==> config.mk <==
export PLATFORM = sky130hd
export DESIGN_NAME = ser_shift_out
export DESIGN_NICKNAME = d
export VERILOG_FILES = /design/src/rtl/sr_pkg.sv /design/src/rtl/sr_seq_ctrl.sv /design/src/rtl/sr_data_rot.sv /design/src/rtl/sr_line_sel.sv /design/src/rtl/ser_shift_out.sv
export SDC_FILE = /design/constraint.sdc
export NUM_CORES = 1
export LEC_CHECK = 0
export BUFFER_PORTS_ARGS = -buffer_cell sky130_fd_sc_hd__buf_2
export CORE_ASPECT_RATIO = 1.4
export CORE_MARGIN = 1
export CORE_UTILIZATION = 30
export CTS_CLUSTER_DIAMETER = 100
export DETAILED_ROUTE_END_ITERATION = 6
export GPL_TIMING_DRIVEN = 0
export SYNTH_ARGS = -nofsm -noshare
export SYNTH_HDL_FRONTEND = slang
export SYNTH_HIERARCHICAL = 1
export SYNTH_SLANG_ARGS = --single-unit
==> constraint.sdc <==
create_clock -name clk -period 2.2 [get_ports clk]
set_input_delay 0.44 -clock clk [delete_from_list [all_inputs] [get_ports clk]]
set_output_delay 0.44 -clock clk [all_outputs]
set_load 0.1 [all_outputs]
==> src/rtl/sr_pkg.sv <==
package sr_pkg;
   localparam int unsigned MODE_W = 3;
   localparam logic [MODE_W-1:0] MODE_SYS_OUT = 3'b110;
   typedef logic [MODE_W-1:0] mode_t;
endpackage

==> src/rtl/sr_seq_ctrl.sv <==
module sr_seq_ctrl #(
   parameter int unsigned N_SHIFTS = 8
) (
   input  logic clk,
   input  logic rst_n,
   input  logic start,
   input  logic abort,
   output logic step,
   output logic last
);
   localparam int unsigned CW = $clog2(N_SHIFTS + 1);
   localparam logic [CW-1:0] CNT_FULL = CW'(N_SHIFTS);

   logic [CW-1:0] cnt_q;

   always_ff @(posedge clk or negedge rst_n) begin
      if (!rst_n)             cnt_q <= '0;
      else if (start)         cnt_q <= CNT_FULL;
      else if (abort)         cnt_q <= '0;
      else if (cnt_q != '0)   cnt_q <= cnt_q - 1'b1;
   end

   assign step = (cnt_q != '0) && !abort && !start;
   assign last = step && (cnt_q == CW'(1));
endmodule

==> src/rtl/sr_data_rot.sv <==
module sr_data_rot #(
   parameter int unsigned W         = 8,
   parameter bit          MSB_FIRST = 1'b1
) (
   input  logic         clk,
   input  logic         rst_n,
   input  logic         load,
   input  logic [W-1:0] load_val,
   input  logic         step,
   output logic [W-1:0] q,
   output logic         out_bit
);
   logic [W-1:0] q_r;
   logic [W-1:0] rot;

   generate
      if (MSB_FIRST) begin : g_msb
         assign out_bit = q_r[W-1];
         assign rot     = {q_r[W-2:0], q_r[W-1]};
      end else begin : g_lsb
         assign out_bit = q_r[0];
         assign rot     = {q_r[0], q_r[W-1:1]};
      end
   endgenerate

   always_ff @(posedge clk or negedge rst_n) begin
      if (!rst_n)     q_r <= '0;
      else if (load)  q_r <= load_val;
      else if (step)  q_r <= rot;
   end

   assign q = q_r;
endmodule

==> src/rtl/sr_line_sel.sv <==
module sr_line_sel #(
   parameter bit IDLE_LEVEL = 1'b1
) (
   input  logic clk,
   input  logic rst_n,
   input  logic own,
   input  logic shift_en,
   input  logic bit_in,
   input  logic man_line,
   output logic line_out
);
   logic held_q;

   always_ff @(posedge clk or negedge rst_n) begin
      if (!rst_n)         held_q <= IDLE_LEVEL;
      else if (shift_en)  held_q <= bit_in;
   end

   assign line_out = own ? held_q : man_line;
endmodule

==> src/rtl/ser_shift_out.sv <==
module ser_shift_out
   import sr_pkg::*;
#(
   parameter int unsigned W         = 8,
   parameter bit          MSB_FIRST = 1'b1,
   parameter bit          IDLE_LEVEL = 1'b1
) (
   input  logic         clk,
   input  logic         rst_n,
   input  logic         acc_en,
   input  logic         acc_wr,
   input  logic [W-1:0] wr_data,
   output logic [W-1:0] rd_data,
   input  logic [2:0]   mode_sel,
   input  logic         man_line,
   output logic         line_out,
   output logic         line_own,
   output logic         sclk_out,
   output logic         irq_set,
   output logic         sr_flag
);
   initial begin
      if (W < 2) $error("ser_shift_out: W must be at least 2");
   end

   logic   mode_on;
   logic   start;
   logic   step;
   logic   last;
   logic   out_bit;
   logic   irq_q;
   logic   flag_q;
   logic [W-1:0] data_q;

   assign mode_on  = (mode_t'(mode_sel) == MODE_SYS_OUT);
   assign start    = acc_en && mode_on;

   sr_seq_ctrl #(.N_SHIFTS(W)) u_seq (
      .clk   (clk),
      .rst_n (rst_n),
      .start (start),
      .abort (!mode_on),
      .step  (step),
      .last  (last)
   );

   sr_data_rot #(.W(W), .MSB_FIRST(MSB_FIRST)) u_rot (
      .clk      (clk),
      .rst_n    (rst_n),
      .load     (acc_en && acc_wr),
      .load_val (wr_data),
      .step     (step),
      .q        (data_q),
      .out_bit  (out_bit)
   );

   sr_line_sel #(.IDLE_LEVEL(IDLE_LEVEL)) u_line (
      .clk      (clk),
      .rst_n    (rst_n),
      .own      (mode_on),
      .shift_en (step),
      .bit_in   (out_bit),
      .man_line (man_line),
      .line_out (line_out)
   );

   always_ff @(posedge clk or negedge rst_n) begin
      if (!rst_n) begin
         irq_q  <= 1'b0;
         flag_q <= 1'b0;
      end else begin
         irq_q <= last;
         if (acc_en)     flag_q <= 1'b0;
         else if (last)  flag_q <= 1'b1;
      end
   end

   assign rd_data  = data_q;
   assign line_own = mode_on;
   assign sclk_out = !(step || start);
   assign irq_set  = irq_q;
   assign sr_flag  = flag_q;
endmodule

==> results of run 1 <==
[layer usage]
metal | global-route usage, % | routed length, um
met5 | 0 | 0
met3 | 1.73 | 85
met1 | 14.4 | 676
met2 | 21.1 | 822
met4 | 6.82 | 12
[final timing paths]
path / cells after the start / slack [ns] / end / from
hold reg to reg: 2 / 0.49 / sr_flag / sr_flag
min in group clk: 3 / 0.37 / u_rot/q[6] / wr_data[6]
max in group asynchronous: 1 / 1.84 / u_line/held_q / rst_n
setup / recovery: 6 / 0.13 / sclk_out / u_seq/cnt_q[0]
hold / removal: 1 / 0.06 / u_rot/q[0] / rst_n
setup reg to reg: 7 / 0.56 / u_rot/q[2] / u_seq/cnt_q[0]
[layout make-up]
type	count	area [sq um]
Inverter	3	11.3
Timing Repair Buffer	29	163
Clock buffer	4	26.3
Sequential cell	15	377
Tap cell	34	42.5
Multi-Input combinational cell	51	409
Fill cell	248	1390
Buffer	3	30.0
[registers in the layout, indices dropped and copies added (netlist names)]
register and count:
u_rot/q 8, u_line/held_q 1, sr_flag 1, u_seq/cnt_q 4, irq_set 1
[metrics by stage]
step | instances | setup slack (ns) | TNS, ns | cell area (sq um) | hold WS, ns
3_3_place_gp | 134 | 0.0592 | 0 | 1010 | 0.366
6_report | 139 | 0.134 | 0 | 1060 | 0.0559
3_5_place_dp | 134 | 0.0604 | 0 | 1010 | 0.370
4_1_cts | 139 | 0.0285 | 0 | 1050 | 0.0529
2_1_floorplan | 72 | -0.102 | -0.102 | 825 | 0.144
5_1_grt | 139 | 0.0321 | 0 | 1060 | 0.0688
[layout by cell type, fill, tap and decap left out, types with 2 or more instances in the layout]
| master | n |
|---|---|
| dfrtp_1 | 14 |
| ha_1 | 2 |
| buf_2 | 27 |
| buf_6 | 2 |
| inv_2 | 2 |
| or2b_1 | 2 |
| clkbuf_4 | 3 |
| nand2_1 | 8 |
| mux2i_1 | 9 |
| buf_4 | 2 |
| o21ai_1 | 8 |
| nor2_1 | 3 |
| nor3_1 | 3 |
[critical path: cells and delay by family (launching register included)]
family | cells | cell delay (ns)
compound gates | 1 | 0.14
fa+ha+maj | 1 | 0.19
buf+inv | 2 | 0.28
flops | 1 | 0.41
simple gates | 2 | 0.32
[repair_timing]
action                                  4_1_cts  5_1_grt
buffers inserted                              1        0
gates cloned                                  0        0
endpoints found under the setup margin        1        1
resized for setup                             2        5
pin swaps                                     0        0
[cell families after synthesis]
| family | after synthesis | share of synthesized area [%] |
|---|---|---|
| AND/OR/NAND/NOR | 24 | 17.7 |
| flip-flops | 15 | 47.3 |
| AO/OA/AOI/OAI | 12 | 9.42 |
| multiplexers | 11 | 14.6 |
| buffers and inverters | 6 | 5.18 |
| adder cells (fa/ha/maj) | 3 | 4.71 |
| XOR/XNOR | 1 | 1.10 |
[power by group]
| group | internal, mW | switching, mW |
|---|---|---|
| Clock | 0.0703 | 0.0841 |
| Combinational | 0.0607 | 0.217 |
| Sequential | 0.304 | 0.0190 |
| Total | 0.434 | 0.320 |
==> metrics, run 1 <==
clock skew 0.00409 ns; Die ar. 2870 sq um; vias in the first global route 630; Crit. End Element primary output; Main synth FF type dfrtp_1; antenna diode count 0; Slew Viols, Final 0; CP arrival 1.63 ns; nature of the critical path startpoint flip-flop; Inserted Clock Buffers 3; number of detailed-route iterations in the first pass 4; Core Box Area 2440 sq um; synth warn 6; Area contributors post-synth dfrtp_1 (44%), mux2i_1 (11%), o21ai_1 (5.0%), ha_1 (4.7%), nand2_1 (3.8%); Tmin final 2.07 ns; final global-route overflow total 0; post-route ant nets 0; Post-synth EDFFs 0; Crit Path Max Fanout 4; gate count after technology mapping 72; Die Wd 45.6 um; root buffer cell clkbuf_4; CTS Hold Bufs 0; initial core utilization 32.6%; Port Buffers 28; Critical Path Max Stage Delay 0.41 ns; CP Class reg2out; H-tree levels 1; HP Class in2async; Max-slew headroom 67.9%; Lkg Pwr 0.486 nW; post-synth top area share 44.0%; Power Dens Cells 713 nW/um^2; CTS Buffer Depth 2; ratio of cells with drive above 1 in the final layout 43.8%; CTS tree done; largest net degree at the start of global routing 16; routed vias/inst 4.51; Routability Congestion 0.772; mapped cell area 797 sq um; largest area contributor in the netlist dfrtp_1; Cell Chain, Critical Path inv_2 > ha_2 > nor3b_4 > nor3_4 > a21oi_4 > buf_12; Syn-to-layout area delta 32.8%; clock slew at reported path FFs 0.09 ns; Seq/Total Area, Yosys 47.3%; critical path required time 1.76 ns; fin crit share 93.9%; Synth Register Bits 15; number of max-cap violations 0; Final setup violation count 0; Final Core Density 43.3%; status finished, final reports clean; synth cell count leaders dfrtp_1 (14), mux2i_1 (9), nand2_1 (8), o21ai_1 (8), nor3_1 (4); syn_nets 91; Core Rows 21; VDD IR-drop max 0.224 mV; overall routed net length 1.60 mm; Die Y 63.0 um; Detailed Place HPWL 1.24 mm; RSZ-0062 raised after global routing false; DRC violations left 0; DR WL/cell 11.5 um; Crit-path slowest cell dfrtp_1; Worst-Margin Slew 0.485 ns; Post-Syn Area per Cell 11.1 sq um; final hold viol count 0; vias 627; worst skew pair latency 0.28 ns; nets@finish 125; count of cell types in the netlist 25; Fmax achieved 484 MHz; FFs w/ async S/R, synth 100%; CTS sink cnt 15; number of antenna violations at the first check in global routing 0; cell with the most instances after synthesis dfrtp_1; Starting DRT DRC Count 10; Power, Total 0.754 mW; first-pass GRT wire length 2.66 mm; I/O pin cnt 29; total track usage 12.5%
Power figures use the tool's default switching activity.
==> inputs of run 2 (changes only) <==
Settings changed: CORE_ASPECT_RATIO 1.4 to unset.
Clock period 2.2 ns to 2.1 ns, I/O delays scaled along.
==> metrics, run 2 (synthesis results as in run 1) <==
status finished, final reports clean (unchanged); commonest non-fill, non-tap cell in the layout buf_2 (unchanged); ratio of cells with drive above 1 in the final layout 46.8% (was 43.8%); crit path capture sclk_out (unchanged); H-tree levels 1 (unchanged); crit path launch u_seq/cnt_q[0] (unchanged); Core Box Area 2500 sq um (was 2440 sq um); final hold viol count 0 (unchanged); FF-to-FF setup slack 0.39 ns (was 0.56 ns); setup_tns 0 ns (unchanged); hold_ws 0.0182 ns (was 0.0559 ns); Power Dens Cells 726 nW/um^2 (was 713 nW/um^2); HP Class in2async (unchanged); initial core utilization 31.9% (was 32.6%); RR Startpoint u_seq/cnt_q[0] (unchanged); Inserted Clock Buffers 3 (unchanged); nature of the critical path startpoint flip-flop (unchanged); Die Y 53.5 um (was 63.0 um); Power, Total 0.794 mW (was 0.754 mW); Tmin final 2.02 ns; number of antenna violations at the first check in global routing 0 (unchanged); total track usage 13.2% (was 12.5%); largest net degree at the start of global routing 16 (unchanged); CTS tree done (unchanged); Slew Viols, Final 0 (unchanged); root buffer cell clkbuf_4 (unchanged); I/O pin cnt 29 (unchanged); post-route ant nets 0 (unchanged); vias 651 (was 627); most frequent cells in the layout buf_2 (27), dfrtp_1 (14), mux2i_1 (9), nand2_1 (8), o21ai_1 (8) (unchanged); vias in the first global route 591 (was 630); Crit Reg-Reg Endpoint u_rot/q[2] (unchanged); routed vias/inst 4.68 (was 4.51); max reg flops 8 (unchanged); CP Class reg2out (unchanged); Worst Reg-to-Reg Cells 8 (was 7); Die ar. 2870 sq um (about the same); Crit-path slowest cell dfrtp_1 (unchanged); Crit. End Element primary output (unchanged); Die Wd 53.5 um (was 45.6 um); CTS Buffer Depth 2 (unchanged); Syn-to-layout area delta 37.4% (was 32.8%); Final setup violation count 0 (unchanged); final global-route overflow total 0 (unchanged); final non-filler cell area 1090 sq um (was 1060 sq um); RSZ-0062 raised after global routing false (unchanged); DR WL/cell 12.0 um (was 11.5 um); Crit Path Max Fanout 4 (unchanged); Routability Congestion 0.675 (was 0.772); Lkg Pwr 0.513 nW (was 0.486 nW); number of max-cap violations 0 (unchanged); Fmax achieved 495 MHz; first-pass GRT wire length 2.73 mm (was 2.66 mm); Starting DRT DRC Count 1 (was 10); critical path required time 1.68 ns (was 1.76 ns); overall routed net length 1.67 mm (was 1.60 mm); Detailed Place HPWL 1.21 mm (was 1.24 mm); clock skew 0.0107 ns (was 0.00409 ns); antenna diode count 0 (unchanged); VDD IR-drop max 0.544 mV (was 0.224 mV); Core Rows 18 (was 21); CTS sink cnt 15 (unchanged); Post-DP Area 1000 sq um (was 1010 sq um); nets@finish 129 (was 125); Critical Path Max Stage Delay 0.40 ns (was 0.41 ns); Worst-Margin Slew 0.488 ns (was 0.485 ns); Max-slew headroom 67.7% (was 67.9%); number of detailed-route iterations in the first pass 4 (unchanged); Port Buffers 28 (unchanged); Cell Chain, Critical Path inv_2 > ha_4 > nor3b_4 > nor3_4 > a21oi_4 > buf_12 (was inv_2 > ha_2 > nor3b_4 > nor3_4 > a21oi_4 > buf_12); DRC violations left 0 (unchanged); clock slew at reported path FFs 0.10 ns (was 0.09 ns); CTS Hold Bufs 0 (unchanged); CP arrival 1.60 ns (was 1.63 ns); fin crit share 96.2%; worst skew pair latency 0.28 ns (about the same)
-- run 2: critical path: cells and delay by family, from the launching register on --
kind	cells	cell delay [ns]
fa+ha+maj	1	0.15
compound gates	1	0.14
flops	1	0.40
simple gates	2	0.36
buf+inv	2	0.27
-- run 2: metal layers --
| metal | routed length [um] | track usage (%) | vias up |
|---|---|---|---|
| met5 | 0 | 0 | - |
| met4 | 20 | 2.63 | 0 |
| met3 | 56 | 3.39 | 2 |
| met2 | 807 | 20.8 | 17 |
| met1 | 781 | 18.3 | 308 |
| li1 | - | - | 324 |
-- run 2: area by class of cell --
class | count | area, sq um
Fill cell | 245 | 1410
Multi-Input combinational cell | 51 | 419
Sequential cell | 15 | 377
Timing Repair Buffer | 33 | 193
Tap cell | 30 | 37.5
Buffer | 3 | 30.0
Clock buffer | 3 | 22.5
Inverter | 3 | 11.3
Clock inverter | 1 | 5.00
-- run 2: power breakdown --
group	switching, mW	total [mW]	internal [mW]
sequential	0.0212	0.339	0.318
combinational	0.228	0.293	0.0652
clock	0.0916	0.162	0.0706
total	0.341	0.794	0.454
-- run 2: how the worst min path moves through the flow --
stage,cells after the start,slack [ns],endpoint,start
6_report,1,0.02,u_rot/q[3],rst_n
4_1_cts,1,0.03,u_rot/q[3],rst_n
3_3_place_gp,1,0.34,u_rot/q[3],rst_n
5_1_grt,1,0.04,u_rot/q[3],rst_n
3_5_place_dp,1,0.34,u_rot/q[3],rst_n
2_1_floorplan,0,0.12,irq_set,rst_n
-- run 2: per-stage QoR --
| stage | instances | utilization [%] | setup slack [ns] |
|---|---|---|---|
| finish | 139 | 43.8 | 0.0807 |
| global placement | 130 | 40.1 | 0.0182 |
| CTS | 137 | 43.2 | 0.0239 |
| global route | 139 | 43.8 | 0.00501 |
| detailed placement | 130 | 40.1 | -0.00525 |
| floorplan | 72 | - | -0.162 |
-- run 2: timing repair --
action,4_1_cts,5_1_grt
buffers inserted,3,2
endpoints found under the hold margin,0,0
setup endpoints to repair,1,1
pin swaps,0,1
gates resized for setup,8,0
